==> src/rtl/wpfr_pkg.sv <==
// Shared types for the way-prediction validation and fill resolver.
package wpfr_pkg;
    // Placement outcome of a fill; the encoding is visible on res_case.
    typedef enum logic [1:0] {
        FILL_NEW       = 2'd0,
        FILL_HASH_HIT  = 2'd1,
        FILL_ALIAS     = 2'd2,
        FILL_MIXED     = 2'd3
    } fill_case_e;
endpackage

==> src/rtl/wpfr_validate.sv <==
// Prediction check: confirms a predicted way when its stored physical tag
// equals the access tag, otherwise reports a miss needing a fill.
// Assumes the stored tag is already read from the predicted way.
module wpfr_validate #(
    parameter int NUM_WAYS = 8,
    parameter int PTAG_W   = 30,
    localparam int WAY_IDX_W = (NUM_WAYS > 1) ? $clog2(NUM_WAYS) : 1
) (
    input  logic                 pred_hit,
    input  logic [WAY_IDX_W-1:0] pred_way,
    input  logic [PTAG_W-1:0]    way_ptag,
    input  logic [PTAG_W-1:0]    acc_ptag,
    output logic                 hit,
    output logic                 need_fill,
    output logic [NUM_WAYS-1:0]  hit_way
);
    // Compare the stored tag against the translated tag.
    always_comb begin
        hit       = pred_hit && (way_ptag == acc_ptag);
        need_fill = !hit;
    end

    // Decode the confirmed way number to one-hot form.
    always_comb begin
        hit_way = '0;
        for (int unsigned w = 0; w < NUM_WAYS; w++) begin
            if (hit && (pred_way == WAY_IDX_W'(w))) begin
                hit_way[w] = 1'b1;
            end
        end
    end
endmodule

==> src/rtl/wpfr_match.sv <==
// Per-way comparators: flags each valid way whose physical tag or hash tag
// equals the fill's. Invalid ways never match. Tags arrive flattened.
module wpfr_match #(
    parameter int NUM_WAYS = 8,
    parameter int PTAG_W   = 30,
    parameter int HASH_W   = 8
) (
    input  logic [NUM_WAYS-1:0]        set_valid,
    input  logic [NUM_WAYS*PTAG_W-1:0] set_ptag,
    input  logic [NUM_WAYS*HASH_W-1:0] set_hash,
    input  logic [PTAG_W-1:0]          fill_ptag,
    input  logic [HASH_W-1:0]          fill_hash,
    output logic [NUM_WAYS-1:0]        ptag_hit,
    output logic [NUM_WAYS-1:0]        hash_hit
);
    for (genvar w = 0; w < NUM_WAYS; w++) begin : g_way
        // One comparator pair per way, qualified by the valid bit.
        always_comb begin
            ptag_hit[w] = set_valid[w] && (set_ptag[w*PTAG_W +: PTAG_W] == fill_ptag);
            hash_hit[w] = set_valid[w] && (set_hash[w*HASH_W +: HASH_W] == fill_hash);
        end
    end
endmodule

==> src/rtl/wpfr_first.sv <==
// Lowest-index pick: reduces a match vector to one-hot plus an any flag.
// Assumes nothing about how many bits are set.
module wpfr_first #(
    parameter int WIDTH = 8
) (
    input  logic [WIDTH-1:0] vec,
    output logic [WIDTH-1:0] first,
    output logic             any
);
    // Scan upward and keep only the first set bit.
    always_comb begin
        first = '0;
        any   = 1'b0;
        for (int i = 0; i < WIDTH; i++) begin
            if (vec[i] && !any) begin
                first[i] = 1'b1;
                any      = 1'b1;
            end
        end
    end
endmodule

==> src/rtl/wpfr_place.sv <==
// Placement decision for a returning fill from the one-hot physical-tag
// match, the one-hot hash match and the replacement policy's victim.
// Assumes match inputs are one-hot or zero.
module wpfr_place
    import wpfr_pkg::*;
#(
    parameter int NUM_WAYS = 8,
    localparam int WAY_IDX_W = (NUM_WAYS > 1) ? $clog2(NUM_WAYS) : 1
) (
    input  logic [NUM_WAYS-1:0]  p_oh,
    input  logic                 p_any,
    input  logic [NUM_WAYS-1:0]  h_oh,
    input  logic                 h_any,
    input  logic [WAY_IDX_W-1:0] repl_way,
    output logic [NUM_WAYS-1:0]  wr_way,
    output logic [NUM_WAYS-1:0]  inval,
    output logic                 data_write,
    output logic                 used_repl,
    output fill_case_e           fcase
);
    logic [NUM_WAYS-1:0] repl_oh;

    // Decode the replacement victim to one-hot form.
    always_comb begin
        repl_oh = '0;
        for (int unsigned w = 0; w < NUM_WAYS; w++) begin
            repl_oh[w] = (repl_way == WAY_IDX_W'(w));
        end
    end

    // Classify the fill and select the target and invalidate ways.
    always_comb begin
        wr_way     = '0;
        inval      = '0;
        data_write = 1'b0;
        used_repl  = 1'b0;
        fcase      = FILL_NEW;
        if (!p_any && !h_any) begin
            wr_way     = repl_oh;
            data_write = 1'b1;
            used_repl  = 1'b1;
            fcase      = FILL_NEW;
        end else if (!p_any) begin
            wr_way     = h_oh;
            data_write = 1'b1;
            fcase      = FILL_HASH_HIT;
        end else if (!h_any || (h_oh == p_oh)) begin
            wr_way     = p_oh;
            fcase      = FILL_ALIAS;
        end else begin
            wr_way     = p_oh;
            inval      = h_oh;
            fcase      = FILL_MIXED;
        end
    end
endmodule

==> src/rtl/wp_fill_resolver.sv <==
// Top: validates way predictions and resolves fill placement, each result
// registered one cycle after its request. Synchronous active-low reset.
// Assumes the set contents presented with a fill are stable that cycle.
module wp_fill_resolver
    import wpfr_pkg::*;
#(
    parameter int NUM_WAYS = 8,
    parameter int PTAG_W   = 30,
    parameter int HASH_W   = 8,
    localparam int WAY_IDX_W = (NUM_WAYS > 1) ? $clog2(NUM_WAYS) : 1
) (
    input  logic                         clk,
    input  logic                         rst_n,
    input  logic                         val_valid,
    input  logic                         val_pred_hit,
    input  logic [WAY_IDX_W-1:0]         val_pred_way,
    input  logic [PTAG_W-1:0]            val_way_ptag,
    input  logic [PTAG_W-1:0]            val_acc_ptag,
    output logic                         val_done,
    output logic                         val_hit,
    output logic [NUM_WAYS-1:0]          val_hit_way,
    output logic                         val_fill_req,
    input  logic                         fill_valid,
    input  logic [PTAG_W-1:0]            fill_ptag,
    input  logic [HASH_W-1:0]            fill_hash,
    input  logic [NUM_WAYS-1:0]          set_valid,
    input  logic [NUM_WAYS*PTAG_W-1:0]   set_ptag,
    input  logic [NUM_WAYS*HASH_W-1:0]   set_hash,
    input  logic [WAY_IDX_W-1:0]         repl_way,
    output logic                         res_valid,
    output logic [NUM_WAYS-1:0]          res_wr_way,
    output logic [NUM_WAYS-1:0]          res_inval,
    output logic                         res_data_write,
    output logic                         res_used_repl,
    output logic [1:0]                   res_case
);
    logic                hit_c;
    logic                need_fill_c;
    logic [NUM_WAYS-1:0] hit_way_c;
    logic [NUM_WAYS-1:0] ptag_hit;
    logic [NUM_WAYS-1:0] hash_hit;
    logic [NUM_WAYS-1:0] p_oh;
    logic [NUM_WAYS-1:0] h_oh;
    logic                p_any;
    logic                h_any;
    logic [NUM_WAYS-1:0] wr_c;
    logic [NUM_WAYS-1:0] inval_c;
    logic                data_c;
    logic                repl_c;
    fill_case_e          case_c;

    wpfr_validate #(.NUM_WAYS(NUM_WAYS), .PTAG_W(PTAG_W)) u_validate (
        .pred_hit  (val_pred_hit),
        .pred_way  (val_pred_way),
        .way_ptag  (val_way_ptag),
        .acc_ptag  (val_acc_ptag),
        .hit       (hit_c),
        .need_fill (need_fill_c),
        .hit_way   (hit_way_c)
    );

    wpfr_match #(.NUM_WAYS(NUM_WAYS), .PTAG_W(PTAG_W), .HASH_W(HASH_W)) u_match (
        .set_valid (set_valid),
        .set_ptag  (set_ptag),
        .set_hash  (set_hash),
        .fill_ptag (fill_ptag),
        .fill_hash (fill_hash),
        .ptag_hit  (ptag_hit),
        .hash_hit  (hash_hit)
    );

    wpfr_first #(.WIDTH(NUM_WAYS)) u_first_p (
        .vec   (ptag_hit),
        .first (p_oh),
        .any   (p_any)
    );

    wpfr_first #(.WIDTH(NUM_WAYS)) u_first_h (
        .vec   (hash_hit),
        .first (h_oh),
        .any   (h_any)
    );

    wpfr_place #(.NUM_WAYS(NUM_WAYS)) u_place (
        .p_oh       (p_oh),
        .p_any      (p_any),
        .h_oh       (h_oh),
        .h_any      (h_any),
        .repl_way   (repl_way),
        .wr_way     (wr_c),
        .inval      (inval_c),
        .data_write (data_c),
        .used_repl  (repl_c),
        .fcase      (case_c)
    );

    // Register the validation result for the cycle after the request.
    always_ff @(posedge clk) begin
        if (!rst_n) begin
            val_done     <= 1'b0;
            val_hit      <= 1'b0;
            val_hit_way  <= '0;
            val_fill_req <= 1'b0;
        end else begin
            val_done     <= val_valid;
            val_hit      <= val_valid && hit_c;
            val_hit_way  <= val_valid ? hit_way_c : '0;
            val_fill_req <= val_valid && need_fill_c;
        end
    end

    // Register the fill placement for the cycle after the request.
    always_ff @(posedge clk) begin
        if (!rst_n) begin
            res_valid      <= 1'b0;
            res_wr_way     <= '0;
            res_inval      <= '0;
            res_data_write <= 1'b0;
            res_used_repl  <= 1'b0;
            res_case       <= 2'd0;
        end else begin
            res_valid      <= fill_valid;
            res_wr_way     <= fill_valid ? wr_c : '0;
            res_inval      <= fill_valid ? inval_c : '0;
            res_data_write <= fill_valid && data_c;
            res_used_repl  <= fill_valid && repl_c;
            res_case       <= fill_valid ? case_c : 2'd0;
        end
    end
endmodule

==> config.mk <==
export PLATFORM = sky130hd
export DESIGN_NAME = wp_fill_resolver
export DESIGN_NICKNAME = d
export VERILOG_FILES = /design/src/rtl/wpfr_pkg.sv /design/src/rtl/wpfr_validate.sv /design/src/rtl/wpfr_match.sv /design/src/rtl/wpfr_first.sv /design/src/rtl/wpfr_place.sv /design/src/rtl/wp_fill_resolver.sv
export SDC_FILE = /design/constraint.sdc
export NUM_CORES = 1
export LEC_CHECK = 0
export BUFFER_PORTS_ARGS = -buffer_cell sky130_fd_sc_hd__buf_2
export CORE_AREA = 2 2 178 180
export CTS_CLUSTER_SIZE = 28
export DETAILED_ROUTE_END_ITERATION = 12
export DIE_AREA = 0 0 180 182
export PLACE_DENSITY_LB_ADDON = 0.3
export SLEW_MARGIN = 20
export SYNTH_ARGS = -nofsm -noshare
export SYNTH_HDL_FRONTEND = slang
export SYNTH_SLANG_ARGS = --single-unit
==> constraint.sdc <==
create_clock -name clk -period 7.6 [get_ports clk]
set_input_delay 1.52 -clock clk [delete_from_list [all_inputs] [get_ports clk]]
set_output_delay 1.52 -clock clk [all_outputs]
set_load 0.05 [all_outputs]
==> impl_metrics.yaml <==
run_status:
  outcome: "complete, no violations"
route:
  vias: 6282
  first_pass_iters: 4
  viasPerCell: 4.28
  drt_iter0_drc: 237
  drc: 0
  finalWirelength_um: 31800
  ant_nets: 0
  drt-wirelength-per-cell_um: 21.6
cts:
  h-tree-depth: 2
  cts-root-buf: "clkbuf_16"
  clockBufferDepth: 2
  cts_tree: "built"
  postCtsSetupBuffers: 0
  cts_resized: 0
  cts_buffers: 5
  cts_hold_buf: 0
  clk_pin_slew_worst_paths_ns: 0.05
  cts_num_sinks: 32
logic_synthesis:
  syn_nets: 1067
  synth-main-ff-cell: "dfxtp_1"
  synth-simple-area-share: 0.233
  ys_seq_elements: 32
  synth-async-reset-ratio: 0
  synthDistinctLibCells: 53
  synthMuxAreaShare: 0
  yosysSeqAreaShare: 0.119
  yosysWarnings: 0
  syn_inst: 646
  synth_area_um2: 5390
  syn_area_per_cell_um2: 8.35
  synth-adder-area-share: 0
  synth_top_family_by_area: "XOR/XNOR gates"
  synth_edf_count: 0
  synth-compound-area-share: 0.0362
  synth_xor_area_frac: 0.548
place:
  place.detailed.hpwl_um: 28200
  placed_cells: 1460
  dpl_cell_area_um2: 7870
  portBuffers: 452
  dpl_worst_slack_ns: 2.72
  gp_congestion: 0.870
power_and_ir_drop:
  powerDensity_nw_per_um2: 95.1
  p_leak_nw: 3.49
  worst_ir_drop_vdd_mv: 0.0720
setup_path:
  crit_start: "fill_ptag[0]"
  critPathLaunchType: "primary input"
  critical_path_required_ns: 7.75
  crit_family: "simple AND/OR/NAND/NOR gates"
  crit_path_top_delay_cell: "nor4_1"
  end_kind: "flop"
  critPathMaxStageDelay_ns: 0.80
  crit_buf_inv: 2
  path_cells: "buf_2 -> xnor2_1 -> nand4_1 -> nor4_1 -> nand4_1 -> nand2_1 -> nor4_1 -> xnor2_1 -> nor4bb_2 -> buf_4 -> nor4_2"
  cp_max_fo: 9
  path_class: "primary input to flop"
  arrival_ns: 4.73
timing:
  period_minus_slack_ns: 4.58
  fmax_mhz: 218
  drv_slew: 0
  hold_viol: 0
  finalSetupViolCount: 0
  timing.final.ws_setup_ns: 3.02
  rsz0062_at_grt: "false"
  worst_pin_slew_ns: 0.982
  tns_ns: 0
  maxSlewHeadroom: 0.339
  period_share: 0.603
global_route:
  grt_max_degree: 13
  busiest_layer: "met2"
  met3_usage: 0.0399
  antenna_found_initial: 2
  grt_pass1_vias: 6616
  grt_overflow_total: 0
  grtUsageMet2: 0.364
  met1_usage: 0.198
  grt_util_all_layers: 0.185
  grt_first_pass_wirelength_um: 43800
hold_path:
  hp-class: "primary input to flop"
  min-delay-start: "val_pred_way[1]"
final_layout:
  layout-drive-gt1-share: 0.460
  finalNonFillerCells: 1469
  final_cell_area_um2: 8030
  nFillCells: 3467
  multiInputGateArea_um2: 4410
  fin_util: 0.259
  regArea_um2: 641
  area.growth.synth_to_final_pct: 48.9
  num-nets-final: 1486
floorplanning:
  rows: 65
  die_y_um: 182
  die_x_um: 180
  start_util: 0.174
  die_area_um2: 32800
  io_pins: 453
  core_area_um2: 31000
job:
  maxCapViolCount: 0
metrics by stage:
stage	hold WS, ns	total power [mW]
3_3_place_gp	1.76	0.569
2_1_floorplan	1.60	0.390
4_1_cts	1.47	0.774
5_1_grt	1.51	0.807
3_5_place_dp	1.75	0.568
6_report	1.48	0.764
synth_stat cells, types with 2 or more instances:
master | n | area share
xor2_1 | 101 | 0.16
nor3b_2 | 3 | 0.0070
buf_4 | 10 | 0.014
nand4_1 | 58 | 0.067
nand2_1 | 25 | 0.017
a211oi_2 | 2 | 0.0046
nor3_1 | 16 | 0.015
inv_1 | 8 | 0.0056
nand2b_1 | 4 | 0.0046
and2_1 | 2 | 0.0023
dfxtp_1 | 32 | 0.12
nor2b_1 | 3 | 0.0035
nor4_1 | 35 | 0.041
and4_1 | 2 | 0.0032
buf_6 | 12 | 0.025
xnor2_2 | 5 | 0.015
or4_4 | 2 | 0.0042
or4_1 | 4 | 0.0056
buf_2 | 20 | 0.019
xnor2_1 | 227 | 0.37
or2_2 | 2 | 0.0023
or3_1 | 4 | 0.0046
a21oi_1 | 9 | 0.0084
nor4_2 | 2 | 0.0046
nor2_1 | 14 | 0.0097
nor3_2 | 6 | 0.011
nand3_1 | 9 | 0.0084
o21ai_0 | 4 | 0.0037
sequential cells by signal, indices dropped and copies added, names as in the netlist:
name            cells
res_inval           8
res_wr_way          8
val_hit_way         8
res_case            2
res_data_write      1
res_used_repl       1
res_valid           1
val_done            1
val_fill_req        1
val_hit             1
layer usage:
metal	share of wire	up-vias
li1	-	3038
met1	0.37	2888
met2	0.53	323
met3	0.071	33
met4	0.026	0
met5	0	-
cell usage in the layout (no fill, tap or decap), drive strengths merged, types with 2 or more instances in the layout:
| cell type | netlist | final |
|---|---|---|
| nand4 | 59 | 59 |
| or4 | 6 | 6 |
| nor4 | 38 | 38 |
| clkbuf | 1 | 7 |
| o21ai | 5 | 5 |
| xnor2 | 232 | 232 |
| and4 | 2 | 2 |
| nor2 | 14 | 14 |
| dfxtp | 32 | 32 |
| a21oi | 9 | 9 |
| nand2b | 4 | 4 |
| nand3 | 9 | 9 |
| diode | 0 | 2 |
| a211oi | 2 | 2 |
| or3 | 4 | 4 |
| and2 | 2 | 2 |
| nor3b | 4 | 4 |
| inv | 8 | 8 |
| nor3 | 22 | 22 |
| nor2b | 3 | 3 |
| xor2 | 101 | 101 |
| buf | 42 | 455 |
| nand2 | 26 | 26 |
| or2 | 2 | 2 |
final cells by class:
| class | instances | area share |
|---|---|---|
| flip-flops and latches | 32 | 0.0798 |
| clock buffers | 7 | 0.0190 |
| diodes | 2 | 0.000623 |
| well taps | 402 | 0.0626 |
| repair buffers | 455 | 0.285 |
| multi-input cells | 563 | 0.550 |
| inverters | 8 | 0.00374 |
power breakdown:
part | internal, mW | switching, mW
logic | 0.193 | 0.198
clock network | 0.137 | 0.0643
registers | 0.170 | 0.000519
path summary, 6_finish.rpt:
| check | cells after the start | to | slack [ns] |
|---|---|---|---|
| setup / recovery | 11 | res_inval[2]$_SDFF_PP0_ | 3.02 |
| hold / removal | 2 | val_hit_way[0]$_SDFF_PN0_ | 1.48 |
cells by family (layout without fill, tap and decap cells):
logic type,Yosys count,in the layout
xor+xnor,333,333
flops,32,32
simple gates,202,202
other cells,0,2
buf+inv,51,470
compound gates,28,28
Note: power is estimated with default switching activity, not from simulation.
